$ cat src/rtl/tsu_pkg.sv
package tsu_pkg;

    // amplitude ratio format: unsigned, one integer bit, fifteen fraction bits
    localparam int SCALE_W = 16;
    localparam int FRAC_W  = 15;

    // registers from input sample to residual without extra output stages:
    // index/read issue, scale, subtract
    localparam int CORE_LAT = 3;

    // per-sample control token travelling beside the datapath
    typedef struct packed {
        logic vld;    // a sample occupies this slot
        logic tail;   // a reference value was fetched for it
        logic first;  // first valid sample of a freshly armed pulse
        logic last;   // sample at which the running pulse ended
    } tok_t;

    function automatic int max2(int a, int b);
        return (a > b) ? a : b;
    endfunction

endpackage

$ cat src/rtl/tsu_index_gen.sv
module tsu_index_gen
    import tsu_pkg::*;
#(
    parameter int DEPTH = 1024,
    parameter int RATIO = 64,
    parameter int OFF_W = 6,
    parameter int CUT_W = 6,
    parameter int AW    = 10
) (
    input  logic               clk,
    input  logic               rst,
    input  logic               in_valid,
    input  logic               arm,
    input  logic [OFF_W-1:0]   arm_offset,
    input  logic [SCALE_W-1:0] arm_scale,
    input  logic [CUT_W-1:0]   arm_cutoff,
    output tok_t               tok,
    output logic [SCALE_W-1:0] scale_cur,
    output logic               rd_en,
    output logic [AW-1:0]      rd_addr
);

    // index needs to reach just past the end of the reference memory
    localparam int K_W  = $clog2(DEPTH / RATIO + 2) + 1;
    localparam int RB   = $clog2(RATIO) + 1;
    localparam int ADW  = max2(max2(K_W + RB + 1, CUT_W), OFF_W) + 1;
    localparam logic [K_W-1:0] K_MAX = '1;

    logic               act_q, first_q;
    logic [K_W-1:0]     k_q;
    logic [OFF_W-1:0]   off_q;
    logic [SCALE_W-1:0] scl_q;
    logic [CUT_W-1:0]   cut_q;

    logic               act_c;
    logic [K_W-1:0]     k_c;
    logic [OFF_W-1:0]   off_c;
    logic [CUT_W-1:0]   cut_c;
    logic [ADW-1:0]     old_addr, cur_addr;
    logic               end_hit, tail_hit, first_hit;

    always_comb begin
        // context that applies to the sample of this cycle
        act_c     = arm ? 1'b1       : act_q;
        k_c       = arm ? '0         : k_q;
        off_c     = arm ? arm_offset : off_q;
        cut_c     = arm ? arm_cutoff : cut_q;
        scale_cur = arm ? arm_scale  : scl_q;

        // end detection always looks at the pulse that was running
        old_addr  = ADW'(k_q) * ADW'(RATIO) + ADW'(off_q);
        cur_addr  = ADW'(k_c) * ADW'(RATIO) + ADW'(off_c);
        end_hit   = in_valid && act_q && (old_addr >= ADW'(DEPTH));
        tail_hit  = in_valid && act_c && (ADW'(k_c) >= ADW'(cut_c))
                    && (cur_addr < ADW'(DEPTH));
        first_hit = in_valid && (arm || first_q);

        tok.vld   = in_valid;
        tok.tail  = tail_hit;
        tok.first = first_hit;
        tok.last  = end_hit;
        rd_en     = tail_hit;
        rd_addr   = cur_addr[AW-1:0];
    end

    always_ff @(posedge clk) begin
        if (rst) begin
            act_q   <= 1'b0;
            first_q <= 1'b0;
            k_q     <= '0;
            off_q   <= '0;
            scl_q   <= '0;
            cut_q   <= '0;
        end else begin
            off_q   <= off_c;
            cut_q   <= cut_c;
            scl_q   <= scale_cur;
            if (arm)
                act_q <= 1'b1;
            else if (end_hit)
                act_q <= 1'b0;
            if (in_valid)
                first_q <= 1'b0;
            else if (arm)
                first_q <= 1'b1;
            if (in_valid && act_c && (k_c != K_MAX))
                k_q <= k_c + 1'b1;
            else
                k_q <= k_c;
        end
    end

endmodule

$ cat src/rtl/tsu_scaler.sv
module tsu_scaler
    import tsu_pkg::*;
#(
    parameter int SAMP_W = 14,
    parameter int REF_W  = 16,
    parameter int T_W    = 18
) (
    input  logic                     clk,
    input  logic                     rst,
    input  tok_t                     tok_in,
    input  logic signed [SAMP_W-1:0] smp_in,
    input  logic [SCALE_W-1:0]       scl_in,
    input  logic signed [REF_W-1:0]  ref_data,
    output tok_t                     tok_out,
    output logic signed [SAMP_W-1:0] smp_out,
    output logic signed [T_W-1:0]    tail_out
);

    localparam int P_W = REF_W + SCALE_W + 1;

    // stage one: aligned with the registered read of the reference memory
    tok_t                     tok1;
    logic signed [SAMP_W-1:0] smp1;
    logic [SCALE_W-1:0]       scl1;

    logic signed [P_W-1:0]    prod, rnd;
    logic signed [T_W-1:0]    tail_c;

    always_ff @(posedge clk) begin
        if (rst) begin
            tok1 <= '0;
            smp1 <= '0;
            scl1 <= '0;
        end else begin
            tok1 <= tok_in;
            smp1 <= smp_in;
            scl1 <= scl_in;
        end
    end

    always_comb begin
        prod   = P_W'(ref_data) * $signed({1'b0, scl1});
        rnd    = prod + (P_W'(1) <<< (FRAC_W - 1));
        tail_c = tok1.tail ? T_W'(rnd >>> FRAC_W) : '0;
    end

    always_ff @(posedge clk) begin
        if (rst) begin
            tok_out  <= '0;
            smp_out  <= '0;
            tail_out <= '0;
        end else begin
            tok_out  <= tok1;
            smp_out  <= smp1;
            tail_out <= tail_c;
        end
    end

endmodule

$ cat src/rtl/tsu_residual.sv
module tsu_residual
    import tsu_pkg::*;
#(
    parameter int SAMP_W = 14,
    parameter int T_W    = 18,
    parameter int ACC_W  = 32
) (
    input  logic                     clk,
    input  logic                     rst,
    input  tok_t                     tok,
    input  logic signed [SAMP_W-1:0] smp,
    input  logic signed [T_W-1:0]    tail,
    output logic                     out_vld,
    output logic signed [SAMP_W-1:0] out_smp,
    output logic                     out_ev,
    output logic signed [ACC_W-1:0]  out_energy
);

    localparam int DW = max2(SAMP_W, T_W) + 1;
    localparam logic signed [DW-1:0] HI = DW'((64'sd1 <<< (SAMP_W - 1)) - 64'sd1);
    localparam logic signed [DW-1:0] LO = -HI - DW'(1);

    logic signed [DW-1:0]     diff;
    logic signed [SAMP_W-1:0] sat;
    logic signed [ACC_W-1:0]  acc_q;

    always_comb begin
        diff = DW'(smp) - DW'(tail);
        if (diff > HI)
            sat = SAMP_W'(HI);
        else if (diff < LO)
            sat = SAMP_W'(LO);
        else
            sat = SAMP_W'(diff);
    end

    always_ff @(posedge clk) begin
        if (rst) begin
            out_vld    <= 1'b0;
            out_smp    <= '0;
            out_ev     <= 1'b0;
            out_energy <= '0;
            acc_q      <= '0;
        end else begin
            out_vld <= tok.vld;
            out_smp <= sat;
            out_ev  <= tok.vld && tok.last;
            if (tok.vld && tok.last)
                out_energy <= acc_q;
            if (tok.vld)
                acc_q <= tok.first ? ACC_W'(tail) : acc_q + ACC_W'(tail);
        end
    end

endmodule

$ cat src/rtl/tsu_out_delay.sv
module tsu_out_delay #(
    parameter int W      = 8,
    parameter int STAGES = 1
) (
    input  logic         clk,
    input  logic         rst,
    input  logic [W-1:0] d,
    output logic [W-1:0] q
);

    generate
        if (STAGES == 0) begin : g_bypass
            assign q = d;
        end else begin : g_pipe
            logic [W-1:0] pipe [STAGES];
            always_ff @(posedge clk) begin
                if (rst) begin
                    for (int s = 0; s < STAGES; s++)
                        pipe[s] <= '0;
                end else begin
                    pipe[0] <= d;
                    for (int s = 1; s < STAGES; s++)
                        pipe[s] <= pipe[s-1];
                end
            end
            assign q = pipe[STAGES-1];
        end
    endgenerate

endmodule

$ cat src/rtl/tsu_tail_subtract.sv
module tsu_tail_subtract
    import tsu_pkg::*;
#(
    parameter int SAMP_W     = 14,
    parameter int REF_W      = 16,
    parameter int DEPTH      = 1024,
    parameter int RATIO      = 64,
    parameter int OFF_W      = 6,
    parameter int CUT_W      = 6,
    parameter int ACC_W      = 32,
    parameter int OUT_STAGES = 0,
    parameter int AW         = $clog2(DEPTH),
    parameter int LATENCY    = CORE_LAT + OUT_STAGES
) (
    input  logic                     clk,
    input  logic                     rst,
    input  logic                     in_valid,
    input  logic signed [SAMP_W-1:0] in_sample,
    input  logic                     arm,
    input  logic [OFF_W-1:0]         arm_offset,
    input  logic [SCALE_W-1:0]       arm_scale,
    input  logic [CUT_W-1:0]         arm_cutoff,
    output logic                     ref_rd_en,
    output logic [AW-1:0]            ref_rd_addr,
    input  logic signed [REF_W-1:0]  ref_rd_data,
    output logic                     res_valid,
    output logic signed [SAMP_W-1:0] res_sample,
    output logic                     tail_energy_valid,
    output logic signed [ACC_W-1:0]  tail_energy
);

    localparam int T_W  = REF_W + 2;
    localparam int PL_W = 1 + SAMP_W + 1 + ACC_W;

    tok_t                     tok0, tok2;
    logic [SCALE_W-1:0]       scl0;
    logic signed [SAMP_W-1:0] smp2;
    logic signed [T_W-1:0]    tail2;
    logic                     core_vld, core_ev;
    logic signed [SAMP_W-1:0] core_smp;
    logic signed [ACC_W-1:0]  core_energy;
    logic [PL_W-1:0]          pl_in, pl_out;

    tsu_index_gen #(
        .DEPTH(DEPTH), .RATIO(RATIO), .OFF_W(OFF_W), .CUT_W(CUT_W), .AW(AW)
    ) u_idx (
        .clk(clk), .rst(rst), .in_valid(in_valid), .arm(arm),
        .arm_offset(arm_offset), .arm_scale(arm_scale), .arm_cutoff(arm_cutoff),
        .tok(tok0), .scale_cur(scl0), .rd_en(ref_rd_en), .rd_addr(ref_rd_addr)
    );

    tsu_scaler #(
        .SAMP_W(SAMP_W), .REF_W(REF_W), .T_W(T_W)
    ) u_scl (
        .clk(clk), .rst(rst), .tok_in(tok0), .smp_in(in_sample), .scl_in(scl0),
        .ref_data(ref_rd_data), .tok_out(tok2), .smp_out(smp2), .tail_out(tail2)
    );

    tsu_residual #(
        .SAMP_W(SAMP_W), .T_W(T_W), .ACC_W(ACC_W)
    ) u_res (
        .clk(clk), .rst(rst), .tok(tok2), .smp(smp2), .tail(tail2),
        .out_vld(core_vld), .out_smp(core_smp), .out_ev(core_ev),
        .out_energy(core_energy)
    );

    assign pl_in = {core_vld, core_smp, core_ev, core_energy};

    tsu_out_delay #(
        .W(PL_W), .STAGES(OUT_STAGES)
    ) u_dly (
        .clk(clk), .rst(rst), .d(pl_in), .q(pl_out)
    );

    assign {res_valid, res_sample, tail_energy_valid, tail_energy} = pl_out;

endmodule

$ cat config.mk
export PLATFORM = sky130hd
export DESIGN_NAME = tsu_tail_subtract
export DESIGN_NICKNAME = d
export VERILOG_FILES = /design/src/rtl/tsu_pkg.sv /design/src/rtl/tsu_index_gen.sv /design/src/rtl/tsu_scaler.sv /design/src/rtl/tsu_residual.sv /design/src/rtl/tsu_out_delay.sv /design/src/rtl/tsu_tail_subtract.sv
export SDC_FILE = /design/constraint.sdc
export NUM_CORES = 1
export LEC_CHECK = 0
export BUFFER_PORTS_ARGS = -buffer_cell sky130_fd_sc_hd__buf_2
export CAP_MARGIN = 5
export CORE_UTILIZATION = 45
export CTS_CLUSTER_DIAMETER = 60
export DETAILED_ROUTE_END_ITERATION = 8
export GPL_ROUTABILITY_DRIVEN = 0
export MAX_ROUTING_LAYER = met4
export PLACE_DENSITY = 0.61
export SYNTH_ARGS = -nofsm -noshare
export SYNTH_HDL_FRONTEND = slang
export SYNTH_SLANG_ARGS = --single-unit
$ cat constraint.sdc
create_clock -name clk -period 7.45 [get_ports clk]
set_input_delay 0.3725 -clock clk [delete_from_list [all_inputs] [get_ports clk]]
set_output_delay 0.3725 -clock clk [all_outputs]
set_load 0.02 [all_outputs]
==> results of run 1 <==
flip-flops by register name, indices dropped and copies added (netlist names), 4 cells and up:
| register | count |
|---|---|
| u_res.out_smp | 14 |
| u_idx.off_q | 6 |
| u_scl.scl1 | 16 |
| u_res.out_energy | 32 |
| u_idx.cut_q | 6 |
| u_res.acc_q | 32 |
| u_scl.smp1 | 14 |
| u_idx.k_q | 6 |
| u_scl.smp_out | 14 |
| u_scl.tok1 | 4 |
| u_scl.tail_out | 18 |
cell families (layout without fill, tap and decap cells):
group,after synthesis,in the layout
AOI/OAI and AO/OA,291,291
xor gates and xnor gates,56,56
adders and majority gates,369,369
buffers and inverters,343,428
DFF,169,169
muxes,33,33
and+or+nand+nor,626,626
cell usage after synthesis (3+ instances only):
cell type and instances:
a21oi_1 105, dfxtp_1 169, o21ai_0 38, a21boi_0 4, o21bai_1 10, nor2b_1 64, a2111oi_0 4, inv_1 263
mux2i_1 26, o21a_1 23, nand2b_1 16, nor2_1 113, ha_1 173, nand3_1 16, a311oi_1 7, xnor2_1 31
nand2_1 241, and2_1 115, a21o_1 26, xor2_1 25, clkbuf_1 71, a31oi_1 7, fa_1 196, buf_1 8
a211oi_1 18, a221oi_1 3, nand4_1 9, and3_1 10, nor3b_1 3, mux2_2 7, o211ai_1 9, nor3_1 21
or3_1 3, nor4b_1 5
critical path, cell delays in order (launching register included):
cell and delay [ps]:
dfxtp_1 750, and2_1 250, fa_1 390, inv_1 90, fa_1 420, fa_1 520, inv_1 60, fa_1 460
fa_1 540, inv_1 50, fa_1 520, inv_1 40, ha_1 310, a211oi_1 370, a21oi_1 110, a21boi_1 350
o311ai_1 230, a2111oi_2 350, o21bai_1 150, a41o_1 280, or3_1 340, a21oi_1 140
metrics by stage:
step	area (um^2)	std cells	worst slack, ps
final	18100	2433	631
after global routing	18100	2433	218
after CTS	18100	2433	603
after detailed placement	17500	2401	680
after global placement	17500	2401	741
after floorplan	16500	1887	1270
area by class of cell:
| cell class | count | area, um^2 | share of cell area [%] |
|---|---|---|---|
| Multi-Input combinational cell | 1375 | 11800 | 65.5 |
| Sequential cell | 169 | 3380 | 18.7 |
| Inverter | 263 | 987 | 5.46 |
| Timing Repair Buffer | 133 | 701 | 3.88 |
| Tap cell | 461 | 577 | 3.19 |
| Clock buffer | 20 | 457 | 2.53 |
| Clock inverter | 12 | 139 | 0.768 |
layer usage:
metal / part of all wire [%] / wire [um]
met5: 0 / 0
met4: 1.7 / 695
met3: 4.5 / 1850
met2: 45 / 18400
met1: 48 / 19700
report_power, final:
group          total (W)  internal, W  switching (W)
clock network   0.000916     0.000516       0.000401
registers       0.000988     0.000947      0.0000413
logic            0.00176     0.000736        0.00102
total            0.00366      0.00220        0.00146
worst paths after layout:
check,endpoint,slack [ps],cells past startpoint
max,u_scl.tail_out[17]$_SDFF_PP0_,630,21
min,u_scl.smp1[10]$_SDFF_PP0_,140,2
max reg2reg,u_scl.tail_out[17]$_SDFF_PP0_,630,21
min reg2reg,u_scl.tok_out[0]$_SDFF_PP0_,440,1
==> flow_metrics.tcl, run 1 <==
set metrics [dict create \
    antenna_left 0 \
    synth-simple-area-share_pct 18.3 \
    cts_tree "done" \
    clock.fmax_mhz 147 \
    post-route-util_pct 50.4 \
    nets 2390 \
    drv_cap 0 \
    synth.largest_area_cell "fa_1" \
    synth.area.top_cells "fa_1 24%, dfxtp_1 21%, ha_1 13%, inv_1 6.0%, nand2_1 5.5%" \
    die_area_mm2 0.0374 \
    ir_worst_vdd_uv 175 \
    ys_warn_count 0 \
    clk_latency_ps 450 \
    port_buffers 120 \
    vias_per_cell 5.20 \
    startpoint "u_scl.scl1[6]$_SDFFE_PP0P_" \
    fp.dieH_um 193 \
    dieWidth_um 193 \
    maxSlewHeadroom_pct 23.1 \
    grt_util_met3_pct 3.42 \
    synthCells 1887 \
    ys.flop_type "dfxtp_1" \
    start_util_pct 46.1 \
    top_usage_layer "met2" \
    drc_errors 12 \
    post_drt_wl_per_cell_um 16.7 \
    cts_root_buf "clkbuf_16" \
    synth-seq-cells 169 \
    coreArea_mm2 0.0358 \
    start_kind "register" \
    cts_buffer_depth 2 \
    synthDistinctLibCells 65 \
    synth_compound_area_share_pct 11.5 \
    min_path_type "input pin to register" \
    holdBufCountCts 0 \
    finalSetupTns_ps 0 \
    final_cell_mix "263 x inv_1, 241 x nand2_1, 196 x fa_1" \
    ys_async_sr_fraction_pct 0 \
    fin_crit_sh_pct 91.5 \
    firstDrtPassIters 9 \
    end_kind "register" \
    synth_top_family_by_area "adder cells" \
    hold_path.startpoint "in_sample[10]" \
    worstPathRequired_ps 7810 \
    fin_crit_ps 6820 \
    p_leak_nw 8.74 \
    cts-resized-gates 0 \
    cts-buffers-inserted 17 \
    synthMuxAreaShare_pct 2.05 \
    rsz0062_at_grt "false" \
    grtUsageMet2_pct 36.4 \
    ioPinCount 121 \
    yosysSeqAreaShare_pct 20.5 \
    cp.arrival_ps 7180 \
    outcome "finished, violations left" \
    finalHoldViolCount 0 \
    hold_ws_ps 142 \
    grt_max_degree 78 \
    synth_nets 2318 \
    synth.avg_cell_area_um2 8.75 \
    slew_violations 0 \
    synth_edf_count 0 \
    antenna_found_initial 0 \
    final_common_cell "inv_1" \
    grt_overflow 0 \
    post_cts_buffers 0 \
    grt_pass1_vias 12901 \
    syn_area_mm2 0.0165 \
    grtUsageTotal_pct 23.2 \
    placement_rows 69 \
    clock_skew_ps 19.5 \
    drt-initial-drc-count 780 \
    vias 12659 \
    worst_pin_slew_ps 1150 \
    grt_pass1_wl_um 67300 \
    htreeDepth 4 \
    synth_xor_area_share_pct 2.97 \
    num-fill-cells 3424 \
    r2r-start "u_scl.scl1[6]$_SDFFE_PP0P_" \
    clock_sinks 169 \
    diodes 0 \
    syn_to_final_growth_pct 9.52 \
    drt_wl_total_um 40600 \
    setup_viol 0 \
    dp_hpwl_um 31300 \
    clk_pin_slew_ps 80 \
    use_met1_pct 31.4 \
    powerDensity_mw_per_mm2 203 \
    yosys.area_share.adder_pct 36.9 \
    layout-drive-gt1-share_pct 9.23 \
    critPathKind "register to register" \
    p_total_w 0.00366 \
    worstPathMaxFanout 17 \
    synth_top_area_share_pct 23.8 \
    violations "DRC" \
]
(Power assumes the default switching activity.)
==> inputs of run 2 (changes only) <==
- REMOVE_ABC_BUFFERS: unset -> 1
- TNS_END_PERCENT: unset -> 20
==> run 2 against run 1 <==
  * The flow still finishes with violations (DRC)
  * Clock skew decreased by 5.0 ps
  * Worst setup slack improved by 100 ps
  * Sequential power shrank 0.6%
  * Wire length decreased by 3.8%
  * Combinational power fell by 2%
  * First-iteration DRC count down 4.4%
  * Design area up 0.38%
  * Sequential share of layout area is 0.071 points lower
==> flow_metrics.tcl, run 2 (same netlist as run 1, synthesis figures left out) <==
set metrics [dict create \
    outcome "finished, violations left" \
    violations "DRC" \
    dp_hpwl_um 30700 \
    clk_pin_slew_ps 70 \
    ff2ff_setup_slack_ps 730 \
    fp.dieH_um 193 \
    powerDensity_mw_per_mm2 199 \
    grt_max_degree 77 \
    cp_top_family "adder cells" \
    setup_viol 0 \
    post_drt_wl_per_cell_um 16.0 \
    start_util_pct 46.1 \
    holdBufCountCts 0 \
    die_area_mm2 0.0374 \
    maxSlewHeadroom_pct 28.9 \
    cts_buffer_depth 2 \
    clock_sinks 169 \
    drv_cap 0 \
    htreeDepth 4 \
    ir_worst_vdd_uv 162 \
    placement_rows 69 \
    grt_pass1_wl_um 65400 \
    sequentialPowerShare_pct 27.3 \
    hold_path.startpoint "in_sample[9]" \
    clk_latency_ps 450 \
    vias_per_cell 5.19 \
    cts-buffers-inserted 17 \
    grtUsageTotal_pct 22.2 \
    layout-drive-gt1-share_pct 9.56 \
    drc_errors 11 \
    startpoint "u_scl.scl1[5]$_SDFFE_PP0P_" \
    end_kind "register" \
    critPathKind "register to register" \
    crit_path_frequent_cell "fa_1" \
    ioPinCount 121 \
    coreArea_mm2 0.0358 \
    dieWidth_um 193 \
    clock_skew_ps 14.5 \
    r2r-start "u_scl.scl1[5]$_SDFFE_PP0P_" \
    nets 2396 \
    cts_tree "done" \
    min_path_type "input pin to register" \
    grt_overflow 0 \
    drt_wl_total_um 39000 \
    switching_share_pct 40.6 \
    hold_end "u_scl.smp1[9]$_SDFF_PP0_" \
    worst_pin_slew_ps 1060 \
    firstDrtPassIters 9 \
    finalSetupTns_ps 0 \
    top_regs "u_res.acc_q x32, u_res.out_energy x32, u_scl.tail_out x18" \
    finalHoldViolCount 0 \
    critPathMaxStageDelay_ps 750 \
    post_cts_buffers 0 \
    reg2reg_depth 21 \
    cts-resized-gates 0 \
    vias 12657 \
    fin_crit_sh_pct 90.1 \
    power_frac_comb_pct 47.6 \
    grt_pass1_vias 12966 \
    cp.arrival_ps 7080 \
    fin_crit_ps 6720 \
    syn_to_final_growth_pct 9.94 \
    diodes 0 \
    rsz0062_at_grt "false" \
    final_common_cell "inv_1" \
    p_leak_nw 8.78 \
    path_buf_inv 4 \
    p_clk_share_pct 25.1 \
    antenna_found_initial 0 \
    drt-initial-drc-count 746 \
    start_kind "register" \
    final_cell_mix "263 x inv_1, 241 x nand2_1, 196 x fa_1" \
    path_cells "and2_1 > fa_1 > inv_1 > fa_1 > fa_1 > fa_1 > inv_1 > fa_1 > inv_1 > fa_1 > inv_1 > ha_1 > a211oi_1 > nand3_1 > a211oi_2 > o311ai_1 > a2111oi_2 > o21bai_1 > a41o_1 > or3_1 > a21oi_1" \
    whs_path_depth 2 \
    r2r_end "u_scl.tail_out[17]$_SDFF_PP0_" \
    port_buffers 120 \
    p_int_w 0.00214 \
    cts_root_buf "clkbuf_16" \
    slew_violations 0 \
    cp_slowest_cell "dfxtp_1" \
    worstPathRequired_ps 7810 \
    worstPathMaxFanout 17 \
    antenna_left 0 \
    p_switching_w 0.00146 \
    clock.fmax_mhz 149 \
    hold_ws_ps 134 \
]
==> run 2: metal layers <==
layer	global-route usage (%)	part of all wire, %	vias up
met2	35.4	46	315
li1	-	-	6237
met3	3.24	4.8	37
met1	29.5	48	6068
met5	-	0	-
met4	5.39	1.2	0
==> run 2: worst max path at each step <==
stage,endpoint,cells after the start
floorplan,u_scl.tail_out[17]$_SDFF_PP0_,21
global placement,u_scl.tail_out[17]$_SDFF_PP0_,22
detailed placement,u_scl.tail_out[17]$_SDFF_PP0_,22
CTS,u_scl.tail_out[17]$_SDFF_PP0_,21
global route,u_scl.tail_out[15]$_SDFF_PP0_,21
finish,u_scl.tail_out[17]$_SDFF_PP0_,21
==> run 2: cell type report <==
cell class,count,area (um^2)
fill,3409,17700
clock buffer,18,439
tap,461,577
timing repair buffer,139,746
multi-input combinational,1375,11800
sequential,169,3380
clock inverter,14,180
inverter,263,987
==> run 2: power groups by stage <==
stage	clock network, W	registers (W)	logic [W]
after global routing	0.000966	0.000987	0.00197
final	0.000904	0.000982	0.00172
after floorplan	0	0.00101	0.00126
after global placement	0	0.00100	0.00169
after CTS	0.000930	0.000981	0.00173
after detailed placement	0	0.00100	0.00172
==> run 2: worst reg2reg max path: stages, from the launching register on <==
cell and delay, ps:
dfxtp_1 750, and2_1 280, fa_1 410, inv_1 100, fa_1 420, fa_1 430
fa_1 550, inv_1 50, fa_1 480, inv_1 60, fa_1 520, inv_1 40
ha_1 300, a211oi_1 330, nand3_1 140, a211oi_2 310, o311ai_1 250, a2111oi_2 340
o21bai_1 140, a41o_1 280, or3_1 340, a21oi_1 150
==> run 2: per-stage QoR <==
stage	instances	utilization (%)	cell area [um^2]	power, W	setup slack [ps]
3_5_place_dp	2407	48.9	17500	0.00272	730
4_1_cts	2439	50.6	18100	0.00364	726
3_3_place_gp	2407	48.9	17500	0.00269	785
2_1_floorplan	1807	-	16200	0.00228	1340
6_report	2439	50.6	18100	0.00360	735
5_1_grt	2439	50.6	18100	0.00393	435
==> inputs of run 3 (changes only) <==
- ABC_AREA: unset -> 1
==> run 3 against run 2 <==
  * The flow now finishes without violations
  * Non-clock buffer count decreased by 8
  * Sequential cell count unchanged
  * Via count increased by 23%
  * Combinational power increased by 70%
  * Fmax increased by 11%
  * Wire length increased by 21%
  * Hold slack got worse by 29 ps
  * Clock power decreased by 1%
  * Critical path type unchanged
  * Largest power group unchanged
  * Highest routed layer unchanged
==> flow_metrics.tcl, run 3 <==
set metrics [dict create \
    holdBufCountCts 0 \
    start_kind "register" \
    clock_skew_ps 26.9 \
    synthDistinctLibCells 48 \
    yosysSeqAreaShare_pct 18.9 \
    drc_errors 0 \
    r2r_end "u_scl.tail_out[9]$_SDFF_PP0_" \
    synth.area.top_cells "fa_1 22%, dfxtp_1 19%, ha_1 12%, nand2_1 11%, inv_1 10%" \
    synth_xor_area_share_pct 1.48 \
    setup_viol 0 \
    ir_worst_vdd_uv 222 \
    switching_share_pct 49.6 \
    cts_root_buf "clkbuf_16" \
    grtUsageTotal_pct 25.0 \
    layout-drive-gt1-share_pct 8.60 \
    synth_common_cells "530 x nand2_1, 495 x inv_1, 263 x nor2_1" \
    finalNonFillerCells 3053 \
    synth_edf_count 0 \
    vias 15540 \
    cts-buffers-inserted 17 \
    port_buffers 120 \
    clock.fmax_mhz 165 \
    rsz0062_at_grt "false" \
    fp.dieH_um 201 \
    outcome "finished, final reports clean" \
    grt_overflow 0 \
    top_regs "u_res.acc_q x32, u_res.out_energy x32, u_scl.tail_out x18" \
    ys_warn_count 0 \
    num-fill-cells 3957 \
    crit_path_frequent_cell "fa_1" \
    synth_compound_area_share_pct 11.0 \
    synthCells 2475 \
    ys.flop_type "dfxtp_1" \
    final_common_cell "nand2_1" \
    synth.largest_area_cell "fa_1" \
    cts_buffer_depth 2 \
    ff2ff_setup_slack_ps 1380 \
    diodes 0 \
    ys_async_sr_fraction_pct 0 \
    synth-seq-cells 169 \
    hold_end "u_idx.first_q$_SDFFE_PP0P_" \
    drt-initial-drc-count 923 \
    ioPinCount 121 \
    end_kind "register" \
    htreeDepth 4 \
    nets 2953 \
    worst_pin_slew_ps 952 \
    critPathKind "register to register" \
    drt_wl_total_um 47200 \
    grt_pass1_vias 15859 \
    p_switching_w 0.00239 \
    critPathMaxStageDelay_ps 830 \
    vias_per_cell 5.09 \
    grt_pass1_wl_um 79300 \
    dieWidth_um 201 \
    synth_top_family_by_area "adder cells" \
    p_leak_nw 10.5 \
    drv_cap 0 \
    post-route-util_pct 49.8 \
    finalSetupTns_ps 0 \
    syn_to_final_growth_pct 8.34 \
    slew_violations 0 \
    finalHoldViolCount 0 \
    p_clk_share_pct 18.5 \
    maxSlewHeadroom_pct 36.5 \
    clock_sinks 169 \
    powerDensity_mw_per_mm2 249 \
    post_drt_wl_per_cell_um 15.5 \
    synth_top_area_share_pct 22.0 \
    p_int_w 0.00243 \
    place_ws_ps 1450 \
    cp_slowest_cell "dfxtp_1" \
    r2r-start "u_scl.scl1[0]$_SDFFE_PP0P_" \
    min_path_type "input pin to register" \
    dp_hpwl_um 37300 \
    worstPathMaxFanout 15 \
    whs_path_depth 2 \
    hold_ws_ps 105 \
    grt_max_degree 80 \
    synthMuxAreaShare_pct 0.280 \
    hold_path.startpoint "in_valid" \
    post_cts_buffers 0 \
    placedCellCount 3020 \
    clk_latency_ps 480 \
    fin_crit_ps 6070 \
    fin_crit_sh_pct 81.4 \
    syn_area_mm2 0.0179 \
    synth.avg_cell_area_um2 7.22 \
    clk_pin_slew_ps 70 \
    start_util_pct 45.9 \
    placement_rows 72 \
    yosys.area_share.adder_pct 34.1 \
    firstDrtPassIters 7 \
    coreArea_mm2 0.0389 \
    die_area_mm2 0.0405 \
    worstPathRequired_ps 7810 \
    path_cells "inv_1 > nand2_1 > fa_1 > fa_1 > inv_1 > fa_1 > fa_1 > fa_1 > inv_1 > fa_1 > inv_1 > ha_1 > a21oi_1 > o21ai_0 > a21oi_1 > nand2_1 > nand2_1 > nand3_1 > o21ai_0 > a21oi_1" \
    antenna_left 0 \
    setup_slack_ps 1380 \
    reg2reg_depth 20 \
    sequentialPowerShare_pct 20.7 \
    cts-resized-gates 0 \
    cp.arrival_ps 6420 \
    power_frac_comb_pct 60.8 \
    synth.most_common_cell "nand2_1" \
    synth-simple-area-share_pct 21.3 \
    final_cell_mix "530 x nand2_1, 494 x inv_1, 263 x nor2_1" \
    cts_tree "done" \
    antenna_found_initial 0 \
]
## run 3: cell types whose count changed in the layout (fill, tap and decap cells not counted), sizes merged, moves of 23 or more
cell	previous run	this run
nand2	241	552
and2	116	0
xnor2	31	8
nand3	16	61
inv	268	507
nor2	113	267
a21oi	105	186
o21ai	40	141
nor2b	64	1
## run 3: worst max path at each step
stage	from	to	slack, ps	cells after the start
CTS	u_scl.scl1[0]$_SDFFE_PP0P_	u_scl.tail_out[9]$_SDFF_PP0_	1420	20
finish	u_scl.scl1[0]$_SDFFE_PP0P_	u_scl.tail_out[9]$_SDFF_PP0_	1380	20
detailed placement	u_scl.scl1[0]$_SDFFE_PP0P_	u_scl.tail_out[9]$_SDFF_PP0_	1450	20
global placement	u_scl.scl1[0]$_SDFFE_PP0P_	u_scl.tail_out[13]$_SDFF_PP0_	1590	20
global route	u_scl.scl1[0]$_SDFFE_PP0P_	u_scl.tail_out[13]$_SDFF_PP0_	1050	20
floorplan	u_scl.scl1[15]$_SDFFE_PP0P_	u_scl.tail_out[12]$_SDFF_PP0_	2240	18
## run 3: cell families (layout without fill, tap and decap cells)
group,count (synthesis),after routing
and+or+nand+nor,937,937
buffers and inverters,604,664
adders and majority gates,369,369
AOI/OAI and AO/OA,363,363
DFF,169,169
xor gates and xnor gates,28,28
muxes,5,5
## run 3: area by class of cell
class,count,area (um^2),share of cell area (%)
inverters,501,1880,9.71
clock inverters,14,153,0.788
multi-input cells,1702,12200,62.9
clock buffers,18,439,2.27
well taps,518,648,3.35
repair buffers,131,683,3.53
flip-flops and latches,169,3380,17.5
## run 3: power by group through the flow
stage          Combinational, W  Clock, W  Sequential [W]
6_report                0.00293  0.000895        0.000999
5_1_grt                 0.00338  0.000954         0.00100
4_1_cts                 0.00293  0.000921        0.000998
3_5_place_dp            0.00290         0         0.00102
3_3_place_gp            0.00286         0         0.00102
2_1_floorplan           0.00215         0         0.00103
## run 3: worst max-delay path: cells and delay by family, from the launching register on
kind | cells | cell delay (ps)
flops | 1 | 830
compound gates | 5 | 770
fa+ha+maj | 7 | 3360
simple gates | 4 | 600
buf+inv | 4 | 390
## run 3: routing by layer
metal  GRT usage [%]  up-vias  part of all wire (%)
met3            3.95       78                   4.7
li1                -     7661                     -
met2            41.1      428                    47
met5               -        -                     0
met1            31.5     7373                    46
met4            7.90        0                   2.2
## run 3: metrics by stage
step	total power (W)	cell area [um^2]
finish	0.00483	19400
global route	0.00534	19400
CTS	0.00485	19400
detailed placement	0.00392	18800
global placement	0.00388	18800
floorplan	0.00317	17400
